<file path="config.mk">
export PLATFORM = sky130hd
export DESIGN_NAME = xbus_ctrl
export DESIGN_NICKNAME = d
export VERILOG_FILES = /design/src/rtl/xbus_pkg.sv /design/src/rtl/xbus_seq.sv /design/src/rtl/xbus_pins.sv /design/src/rtl/xbus_ctrl.sv
export SDC_FILE = /design/constraint.sdc
export NUM_CORES = 1
export LEC_CHECK = 0
export BUFFER_PORTS_ARGS = -buffer_cell sky130_fd_sc_hd__clkbuf_2
export CORE_MARGIN = 2
export CORE_UTILIZATION = 30
export DETAILED_ROUTE_END_ITERATION = 8
export PLACE_DENSITY = 0.58
export REMOVE_ABC_BUFFERS = 1
export SLEW_MARGIN = 20
export SYNTH_ARGS = -nofsm -noshare
export SYNTH_HDL_FRONTEND = slang
export SYNTH_HIERARCHICAL = 1
export SYNTH_SLANG_ARGS = --single-unit
export TNS_END_PERCENT = 10
</file>
<file path="constraint.sdc">
create_clock -name clk -period 2.3 [get_ports clk]
set_clock_uncertainty 0.15 [all_clocks]
set_input_delay 0.345 -clock clk [delete_from_list [all_inputs] [get_ports clk]]
set_output_delay 0.345 -clock clk [all_outputs]
set_load 0.05 [all_outputs]
</file>
<file path="src/rtl/xbus_pkg.sv">
package xbus_pkg;
  typedef enum logic [2:0] {
    PH_IDLE = 3'd0,
    PH_ADDR = 3'd1,
    PH_HOLD = 3'd2,
    PH_DATA = 3'd3,
    PH_REL  = 3'd4
  } phase_e;

  // 2'b10 writes; 2'b00 reads code; anything else reads data
  function automatic logic kind_is_write(input logic [1:0] k);
    return k == 2'b10;
  endfunction

  function automatic logic kind_is_code(input logic [1:0] k);
    return k == 2'b00;
  endfunction

  function automatic int phase_len(input phase_e ph, input int a, input int h,
                                   input int d, input int r);
    case (ph)
      PH_ADDR: return a;
      PH_HOLD: return h;
      PH_DATA: return d;
      PH_REL:  return r;
      default: return 1;
    endcase
  endfunction

  function automatic phase_e phase_next(input phase_e ph);
    case (ph)
      PH_ADDR: return PH_HOLD;
      PH_HOLD: return PH_DATA;
      PH_DATA: return PH_REL;
      default: return PH_IDLE;
    endcase
  endfunction
endpackage

</file>
<file path="src/rtl/xbus_seq.sv">
module xbus_seq
  import xbus_pkg::*;
#(
  parameter int ADDR_CLKS = 2,
  parameter int HOLD_CLKS = 1,
  parameter int DATA_CLKS = 3,
  parameter int REL_CLKS  = 1
) (
  input  logic   clk,
  input  logic   rst,
  input  logic   start,
  output phase_e phase,
  output logic   last,
  output logic   done
);
  localparam int MAX_LEN = (ADDR_CLKS > DATA_CLKS ? ADDR_CLKS : DATA_CLKS)
                         + HOLD_CLKS + REL_CLKS;
  localparam int CNT_W = $clog2(MAX_LEN + 1);

  logic [CNT_W-1:0] cnt;
  int               cur_len;

  always_comb begin
    cur_len = phase_len(phase, ADDR_CLKS, HOLD_CLKS, DATA_CLKS, REL_CLKS);
    last    = (phase != PH_IDLE) && (int'(cnt) == cur_len - 1);
    done    = last && (phase == PH_REL);
  end

  always_ff @(posedge clk) begin
    if (rst) begin
      phase <= PH_IDLE;
      cnt   <= '0;
    end else if (phase == PH_IDLE) begin
      cnt <= '0;
      if (start) phase <= PH_ADDR;
    end else if (last) begin
      phase <= phase_next(phase);
      cnt   <= '0;
    end else begin
      cnt <= cnt + 1'b1;
    end
  end

  // after done the sequencer is idle and cannot start in the same cycle
  p_done_to_idle_r9: assert property (@(posedge clk) disable iff (rst)
    done |=> (phase == PH_IDLE));
  // done lasts one clock
  p_done_single_r9: assert property (@(posedge clk) disable iff (rst)
    done |=> !done);
endmodule

</file>
<file path="src/rtl/xbus_pins.sv">
module xbus_pins
  import xbus_pkg::*;
(
  input  logic       clk,
  input  logic       rst,
  input  logic       start,
  input  phase_e     phase,
  input  logic       last,
  input  logic [1:0] req_kind,
  input  logic [15:0] req_addr,
  input  logic [7:0] req_wdata,
  input  logic [7:0] ad_in,
  output logic [7:0] ad_out,
  output logic       ad_oe,
  output logic [7:0] hi_addr,
  output logic       ale,
  output logic       psen_n,
  output logic       rd_n,
  output logic       wr_n,
  output logic [7:0] rdata
);
  logic [15:0] addr_q;
  logic [7:0]  wdata_q;
  logic [1:0]  kind_q;
  logic        in_addr, in_data, is_wr, is_code, sample_rd;

  always_comb begin
    is_wr     = kind_is_write(kind_q);
    is_code   = kind_is_code(kind_q);
    in_addr   = (phase == PH_ADDR) || (phase == PH_HOLD);
    in_data   = (phase == PH_DATA);
    sample_rd = in_data && last && !is_wr;
    ale       = (phase == PH_ADDR);
    ad_oe     = in_addr || (in_data && is_wr);
    ad_out    = in_addr ? addr_q[7:0] : wdata_q;
    hi_addr   = addr_q[15:8];
    psen_n    = !(in_data && is_code);
    rd_n      = !(in_data && !is_code && !is_wr);
    wr_n      = !(in_data && is_wr);
  end

  always_ff @(posedge clk) begin
    if (rst) begin
      addr_q  <= '0;
      wdata_q <= '0;
      kind_q  <= 2'b01;
      rdata   <= '0;
    end else begin
      if (start && phase == PH_IDLE) begin
        addr_q  <= req_addr;
        wdata_q <= req_wdata;
        kind_q  <= req_kind;
      end
      if (sample_rd) rdata <= ad_in;
    end
  end

  // at most one enable low
  p_one_enable_r5: assert property (@(posedge clk) disable iff (rst)
    $countones({~psen_n, ~rd_n, ~wr_n}) <= 1);
  // all enables high while idle
  p_idle_quiet_r5: assert property (@(posedge clk) disable iff (rst)
    (phase == PH_IDLE) |-> (psen_n && rd_n && wr_n && !ale));
  // write data driven while the write strobe is low
  p_wr_driven_r6: assert property (@(posedge clk) disable iff (rst)
    !wr_n |-> ad_oe);
  // port released while a read enable is low
  p_rd_released_r7: assert property (@(posedge clk) disable iff (rst)
    (!rd_n || !psen_n) |-> !ad_oe);
  // latch strobe falls with the address still on the port
  p_ale_fall_addr_r3: assert property (@(posedge clk) disable iff (rst)
    $fell(ale) |-> (ad_oe && $stable(ad_out)));
  // high address stable through a cycle
  p_hi_stable_r8: assert property (@(posedge clk) disable iff (rst)
    (phase != PH_IDLE && $past(phase) != PH_IDLE) |-> $stable(hi_addr));
endmodule

</file>
<file path="src/rtl/xbus_ctrl.sv">
module xbus_ctrl
  import xbus_pkg::*;
#(
  parameter int ADDR_CLKS = 2,
  parameter int HOLD_CLKS = 1,
  parameter int DATA_CLKS = 3,
  parameter int REL_CLKS  = 1
) (
  input  logic        clk,
  input  logic        rst,
  input  logic        req_valid,
  input  logic [1:0]  req_kind,
  input  logic [15:0] req_addr,
  input  logic [7:0]  req_wdata,
  output logic        done,
  output logic [7:0]  rdata,
  output logic [7:0]  ad_out,
  output logic        ad_oe,
  input  logic [7:0]  ad_in,
  output logic [7:0]  hi_addr,
  output logic        ale,
  output logic        psen_n,
  output logic        rd_n,
  output logic        wr_n
);
  phase_e phase;
  logic   last;
  logic   start;

  // a request is taken only from idle
  assign start = req_valid && (phase == PH_IDLE);

  xbus_seq #(
    .ADDR_CLKS(ADDR_CLKS), .HOLD_CLKS(HOLD_CLKS),
    .DATA_CLKS(DATA_CLKS), .REL_CLKS(REL_CLKS)
  ) u_seq (
    .clk(clk), .rst(rst), .start(start),
    .phase(phase), .last(last), .done(done)
  );

  xbus_pins u_pins (
    .clk(clk), .rst(rst), .start(start), .phase(phase), .last(last),
    .req_kind(req_kind), .req_addr(req_addr), .req_wdata(req_wdata),
    .ad_in(ad_in), .ad_out(ad_out), .ad_oe(ad_oe), .hi_addr(hi_addr),
    .ale(ale), .psen_n(psen_n), .rd_n(rd_n), .wr_n(wr_n), .rdata(rdata)
  );

  // reset clears any cycle on the next edge
  p_reset_quiet_r10: assert property (@(posedge clk)
    $past(rst) |-> (ale == 1'b0 && psen_n && rd_n && wr_n && !ad_oe && !done));
endmodule

</file>
After elaboration in Yosys (flattened, before gate mapping)
Cells that the tools add are included.
{"block": "totals", "regBits": 40, "elab_cells": 44}
{"block": "classes", "n_eq_ne": 7, "addsub": 2, "reduce_logical": 23, "muxes": 6}
{"operator": "equality test 4 x 32 -> 1 bit", "n": 1}
{"operator": "logical AND 1 bit", "n": 10}
{"operator": "2-to-1 mux 3 bit", "n": 3}
{"operator": "one-hot mux 3 bit (3 select lines)", "n": 1}
{"operator": "2-to-1 mux 8 bit", "n": 1}
{"operator": "equality test 3 x 2 -> 1 bit, second input constant", "n": 2}
{"operator": "zero test 1 bit", "n": 5}
{"operator": "one-hot mux 2 bit (2 select lines)", "n": 1}
{"operator": "adder 3 x 1 -> 3 bit, second input constant", "n": 1}
{"operator": "equality test 3 x 1 -> 1 bit, second input constant", "n": 1}
{"operator": "equality test 3 bit, second input constant", "n": 1}
{"operator": "zero test 3 bit", "n": 1}
{"operator": "nonzero test 3 bit", "n": 1}
{"operator": "OR reduction 3 bit", "n": 1}
{"operator": "subtractor 2 x 1 -> 3 bit, second input constant", "n": 1}
{"operator": "equality test 2 bit, second input constant", "n": 1}
{"operator": "zero test 2 bit", "n": 1}
{"operator": "logical OR 1 bit", "n": 2}
{"operator": "inequality test 2 x 1 -> 1 bit, second input constant", "n": 1}
{"operator": "AND reduction 2 bit", "n": 1}
{"operator": "nonzero test 2 bit", "n": 1}

Depth between registers and ports, before layout
Gate-level depths: netlist of the first run.
{"block": "logic_depth", "depth_word": 7, "depth_mapped": 7, "mapped_depth_nobuf": 5}

By module
The synthesis of the first run kept the hierarchy.
{"mod": "xbus_pins", "instances": 1, "cells_each": 175, "area_per_inst_um2": 1507.7}
{"mod": "xbus_seq", "instances": 1, "cells_each": 48, "area_per_inst_um2": 425.4}
{"mod": "xbus_ctrl", "instances": 1, "cells_each": 1, "area_per_inst_um2": 15.0}

Worst setup path before layout of the first run
Ideal clock, no wire load.
{"block": "synth_path", "path_kind": "reg-to-output", "start": "register u_seq.phase[0]", "end": "output ad_oe", "arrival_ps": 1852, "slack_ps": -47, "stages_incl_launch_ff": 4, "path_cell_list": "dfxtp_1 and3b_1 nand3b_1 o21ai_0"}
{"block": "synth_between", "elab_chain_len": 3, "word_cells_on_any_way": 6, "classes_between": "eq/ne (3); reduce/logical (3)"}
{"item": "start: declaration", "line": "xbus_seq.sv:12", "rtl": "output phase_e phase,"}
{"item": "start signal: assignment", "line": "xbus_seq.sv:37", "rtl": "phase <= phase_next(phase);"}
{"item": "equality test 3 x 1 -> 1 bit (tied with other cells)", "line": "xbus_pins.sv:30", "rtl": "in_addr = (phase == PH_ADDR) || (phase == PH_HOLD);"}
{"item": "logical OR 1 bit / logical AND 1 bit (equally long branches)", "line": "xbus_pins.sv:30, xbus_pins.sv:34"}
{"item": "logical OR 1 bit *", "line": "xbus_pins.sv:34", "rtl": "ad_oe = in_addr || (in_data && is_wr);"}
{"item": "end: declaration", "line": "xbus_ctrl.sv:18", "rtl": "output logic ad_oe,"}
Mark *: on every way between the ends. The rest lies on a longest branch, timed or not.

Worst setup path in the final report of the first run
{"block": "layout_path", "start": "register u_seq.phase[1]", "end": "output ad_out[6]"}
{"block": "layout_between", "elab_chain_len": 3, "word_cells_on_any_way": 4, "classes_between": "eq/ne (2); mux (1); reduce/logical (1)"}
{"item": "equality test 3 x 1 -> 1 bit / equality test 3 x 2 -> 1 bit (equally long branches)", "line": "xbus_pins.sv:30"}
{"item": "logical OR 1 bit *", "line": "xbus_pins.sv:30"}
{"item": "2-to-1 mux 8 bit *", "line": "xbus_pins.sv:35", "rtl": "ad_out = in_addr ? addr_q[7:0] : wdata_q;"}
{"item": "end: declaration", "line": "xbus_ctrl.sv:17", "rtl": "output logic [7:0] ad_out,"}
Marked as above.

==> flow_summary.ini, run 1 <==
[outcome]
outcome = complete, no violations

[logic_synthesis]
synth_seq_area_share = 0.411
synth_area_um2 = 1950
ys_types = 37
async_reset_ff_frac = 0
synthSimpleGateAreaFrac = 0.285
ys_ff_latch = 40
ys.flop_type = dfxtp_1
ys_warn_count = 6
synth-xor-area-share = 0.00899
synth_top_family_by_area = simple AND/OR/NAND/NOR gates
synth_mux_area_frac = 0.0931
synth_compound_gate_area_share = 0.112
syn_inst = 224
avgSynthCellArea_um2 = 8.70
synth_edf_count = 0
synthAdderAreaFrac = 0.00642

[timing]
hold_viol = 0
slew_viol_final = 0
hold_slack_ns = 0.116
setup-violations-final = 0
rsz0062_at_grt = no
max_freq_mhz = 457
worst_slack_ns = 0.110
slew_headroom = 0.693
min_period_over_period = 0.952
period_needed_ns = 2.19
worst_pin_slew_ns = 0.458

[clock_network]
cts_tree = built
cts_root_buf = clkbuf_8
cts_buffer_depth = 2
h-tree-depth = 2
cts_buffers = 5
insertion_delay_ns = 0.29
clock-sinks = 40
clkTransAtPathRegs_ns = 0.08

[pwr]
p_per_area_nw_per_um2 = 992
ir_worst_vdd_v = 0.000490
design_power_total_w = 0.00242
power_leakage_nw = 1.05

[worst_setup_path]
cp_slowest_cell = dfxtp_1
crit_type = flop to output port
r2r-end = u_pins/addr_q[7]
r2r_slack_ns = 0.23
rr_worst_depth = 6
worstSetupStartpointType = flop
crit_path_max_fanout = 8
rr_startpoint = u_seq/phase[1]
path_cells = xnor2_1 -> nor2_4 -> buf_12 -> mux2_2 -> clkbuf_2
worstPathRequired_ns = 1.80
critPathCaptureType = output port
worstSetupStartpoint = u_seq/phase[1]
crit_end = ad_out[6]
crit_arrival_ns = 1.69
cp.depth = 5
critPathTopFamily = flip-flops
max_stage_delay_ns = 0.43
crit_buf_inv = 2

[final_layout]
layout_commonest_cell = clkbuf_2
final_core_util = 0.386
nNetsFinal = 323
areaGrowthSynthToFinish_pct = 25.2
diodes = 0
instances_no_fill = 363
fill_cells = 694
final_cell_mix = clkbuf_2 (65), nand2_1 (55), dfxtp_1 (39)
drive_gt1_frac = 0.357

[global_routing]
use_met1 = 0.152
grt_overflow_total = 0
globalRouteMet2Util = 0.206
busiest_layer = met2
gr-usage-all-layers = 0.122
grt_max_degree = 27
grt_use_met3 = 0.0374
antenna_found_initial = 0
grt_pass1_vias = 1619
grt_pass1_wl_um = 7220

[floorplan]
die_x_um = 84.6
rows = 29
die_height_um = 84.6
die_area_um2 = 7150
io_pins = 67
start_util = 0.309
core-area_um2 = 6310

[drt]
first_iter_violations = 95
viasPerCell = 4.69
vias = 1703
drtPass1Iterations = 4
finalWirelength_um = 4320
drc = 0
postRouteAntennaNets = 0
wl_per_cell_um = 11.9

[place]
dp_hpwl_um = 3200
port_buffers = 66
dp.cells = 354
pre_cts_ws_ns = 0.214
place_congestion = 0.777

[worst_hold_path]
hp-class = input pin to flop

[flow_run]
max_cap_violations = 0
[metal layers]
layer / share of wire / wire length, µm / vias to the layer above
li1: - / - / 866
met1: 0.45 / 1960 / 795
met2: 0.48 / 2060 / 40
met3: 0.064 / 278 / 2
met4: 0.0037 / 16 / 0
met5: 0 / 0 / -
[registers in the layout (all words and copies together) (netlist names)]
signal          flops
u_pins/addr_q      16
u_pins/kind_q       2
u_pins/rdata        8
u_pins/wdata_q      8
u_seq/cnt           3
u_seq/phase         3
[per-stage QoR]
| stage | instance area (µm²) | TNS, ns |
|---|---|---|
| after floorplan | 1790 | -0.193 |
| after global placement | 2290 | 0 |
| after detailed placement | 2290 | 0 |
| after CTS | 2420 | 0 |
| after global routing | 2440 | 0 |
| final | 2440 | 0 |
[logic make-up (layout without fill, tap and decap cells)]
group | after synthesis | count (layout)
DFF | 40 | 40
muxes | 17 | 17
adders and majority gates | 1 | 1
buffers and inverters | 24 | 86
AOI/OAI and AO/OA | 39 | 39
xor gates and xnor gates | 2 | 2
and+or+nand+nor | 101 | 101
[area by class of cell]
| class | instances | area [µm²] | share of cell area |
|---|---|---|---|
| inverter | 1 | 3.75 | 0.00154 |
| sequential | 40 | 802 | 0.329 |
| clock inverter | 2 | 38.8 | 0.0159 |
| multi-input combinational | 160 | 990 | 0.406 |
| timing repair buffer | 77 | 425 | 0.174 |
| clock buffer | 6 | 82.6 | 0.0339 |
| tap | 77 | 96.3 | 0.0395 |
[worst min path at each step]
| stage | from | endpoint | slack, ns | cells after the start |
|---|---|---|---|---|
| finish | req_kind[0] | u_pins/kind_q[0] | 0.12 | 3 |
| global placement | u_pins/wdata_q[4] | u_pins/wdata_q[4] | 0.29 | 2 |
| detailed placement | u_pins/addr_q[3] | u_pins/addr_q[3] | 0.30 | 2 |
| floorplan | rst | u_pins/addr_q[0] | 0.26 | 1 |
| global route | req_addr[9] | u_pins/addr_q[9] | 0.12 | 3 |
| CTS | req_addr[14] | u_pins/addr_q[14] | 0.11 | 3 |
[worst min-delay path, stage by stage]
cell and delay (ns):
clkbuf_2 0.08, nand2_1 0.04, nand3b_1 0.06
[report_power, final]
part | leakage [nW] | switching, W | total (W) | internal [W]
clock | 0.0614 | 0.000247 | 0.000602 | 0.000355
combinational | 0.658 | 0.000613 | 0.000958 | 0.000346
sequential | 0.327 | 0.0000721 | 0.000860 | 0.000788
[cell usage after synthesis, types with 2 or more instances]
library cell	number	area share
dfxtp_1	40	0.41
a31oi_1	2	0.0064
xnor2_1	2	0.0090
nand2b_1	17	0.055
buf_6	3	0.017
o21a_1	2	0.0077
mux2_2	9	0.052
or4b_1	2	0.010
nor4_2	2	0.013
buf_2	7	0.018
and3_1	2	0.0064
clkbuf_1	4	0.0077
mux2i_1	8	0.041
nor2_1	4	0.0077
o21ai_0	4	0.010
and3b_1	2	0.0090
nor4b_2	2	0.015
nor3b_1	3	0.012
nand3b_1	2	0.0077
a21oi_1	27	0.069
nand2_1	55	0.11
nor3_1	3	0.0077
buf_4	8	0.031
[timing repair]
item / 4_1_cts / 5_1_grt
setup endpoints to repair: 8 / 9
setup buffers: 0 / 1
hold buffers: 0 / 0
pin swaps: 0 / 1
gates resized for setup: 1 / 2
(Power assumes the default switching activity.)
==> run 2: changes to the inputs <==
CORE_ASPECT_RATIO = 0.7   (was unset)
CTS_CLUSTER_SIZE = 12   (was unset)
SETUP_SLACK_MARGIN = 0.4   (was unset)
==> run 2 against run 1 <==
  * Non-clock buffer count up 4
  * Critical endpoint is now ad_out[3]
  * Clock-buffer cell count is the same
  * Hold slack better by 0.0067 ns
  * Wire length is 6.8% higher
  * Critical path depth unchanged
  * Via count is 0.35% lower
  * Highest routed layer unchanged
  * First-iteration DRC count decreased by 20%
  * Clock power hardly changed
  * Largest power group unchanged
  * Utilization rose by 3.4 points
  * Total power increased by 8.8%
  * Cell count increased by 1.4%
==> flow_summary.ini, run 2 (synthesis results as in run 1) <==
[floorplan]
core-area_um2 = 6250
die_height_um = 71.4
io_pins = 67
die_x_um = 100
rows = 24
die_area_um2 = 7160
start_util = 0.312

[timing]
slew_headroom = 0.766
rsz0062_at_grt = yes
worst_pin_slew_ns = 0.350
max_freq_mhz = 492
period_needed_ns = 2.03
hold_slack_ns = 0.122
setup-violations-final = 0
min_period_over_period = 0.884
slew_viol_final = 0
hold_viol = 0

[final_layout]
top_regs = u_pins/addr_q x16, u_pins/rdata x8, u_pins/wdata_q x8
largest_reg_flops = 16
nNetsFinal = 327
fill_cells = 632
drive_gt1_frac = 0.393
areaGrowthSynthToFinish_pct = 34.7
diodes = 0
top_register = u_pins/addr_q
final_cell_mix = clkbuf_2 (56), nand2_1 (55), dfxtp_1 (36)
layout_commonest_cell = clkbuf_2
regArea_um2 = 813
multi_input_area_um2 = 1040

[clock_network]
clock-sinks = 40
cts_buffer_depth = 2
h-tree-depth = 2
insertion_delay_ns = 0.28
clkTransAtPathRegs_ns = 0.08
cts_buffers = 5
ctsHoldBuffers = 0
cts_root_buf = clkbuf_8
cts_tree = built

[worst_setup_path]
crit_arrival_ns = 1.54
max_stage_delay_ns = 0.38
crit_buf_inv = 2
cp_slowest_cell = dfxtp_4
crit_type = flop to output port
worstSetupStartpointType = flop
critPathCaptureType = output port
crit_path_max_fanout = 5
worstPathRequired_ns = 1.80
critPathTopFamily = flip-flops
path_cells = xnor2_4 -> nor2_4 -> buf_6 -> mux2_4 -> buf_8
r2r_slack_ns = 0.35

[place]
port_buffers = 66
place_congestion = 0.758
dp_hpwl_um = 3270

[drt]
finalWirelength_um = 4610
wl_met3_um = 224
viasPerCell = 4.61
met1_length_um = 2260
highest_layer = met4
vias = 1697
wl_met2_um = 2080
drtPass1Iterations = 4
wl_per_cell_um = 12.5
postRouteAntennaNets = 0
drc = 0
first_iter_violations = 76

[pwr]
design_power_total_w = 0.00263
power_leakage_nw = 1.11
p_per_area_nw_per_um2 = 1000
ir_worst_vdd_v = 0.000403

[flow_run]
max_cap_violations = 0

[global_routing]
grt_pass1_wl_um = 7810
antenna_found_initial = 0
grt_overflow_total = 0
gr-usage-all-layers = 0.136
grt_pass1_vias = 1635
grt_max_degree = 33

[outcome]
outcome = complete, no violations

[worst_hold_path]
hp-class = input pin to flop
## run 2: cell count changes in the layout (fill, tap and decap cells not counted), sizes merged
cell,change
buf,+10
clkbuf,-6
## run 2: per-stage QoR
step	setup slack [ns]	instances	instance area, µm²	TNS [ns]	util
after floorplan	-0.193	201	1790	-0.193	-
after detailed placement	0.220	354	2280	0	0.366
final	0.267	368	2630	0	0.420
after global routing	0.224	368	2630	0	0.420
after global placement	0.253	354	2280	0	0.366
after CTS	0.222	367	2600	0	0.416
## run 2: path summary, 6_finish.rpt
path,from,end,cells past startpoint
setup / recovery,u_seq/phase[1],ad_out[3],5
hold / removal,req_addr[9],u_pins/addr_q[9],3
setup reg to reg,u_seq/phase[1],u_pins/addr_q[3],5
hold reg to reg,u_pins/addr_q[15],u_pins/addr_q[15],2
## run 2: timing repair
item | 4_1_cts | 5_1_grt
setup endpoints to repair | 46 | 46
pin swaps | 2 | 1
setup buffers | 5 | 1
resized for setup | 40 | 10
## run 2: area by class of cell
type	count	area share
clock buffers	6	0.0315
clock inverters	2	0.0148
inverters	1	0.00143
multi-input cells	160	0.397
flip-flops and latches	40	0.310
well taps	78	0.0372
repair buffers	81	0.209
## run 2: power by group
| group | total, W | internal [W] | switching (W) |
|---|---|---|---|
| Sequential | 0.000879 | 0.000793 | 0.0000857 |
| Clock | 0.000605 | 0.000355 | 0.000250 |
| Combinational | 0.00115 | 0.000497 | 0.000653 |
## run 2: per-layer routing
layer,vias up,track usage
li1,875,-
met1,779,0.189
met2,41,0.212
met3,2,0.0361
met4,0,0.0320
met5,-,0
## run 2: worst min-delay path, cell delays in order
cell	delay [ns]
clkbuf_2	0.08
nand2_1	0.04
a21oi_1	0.05
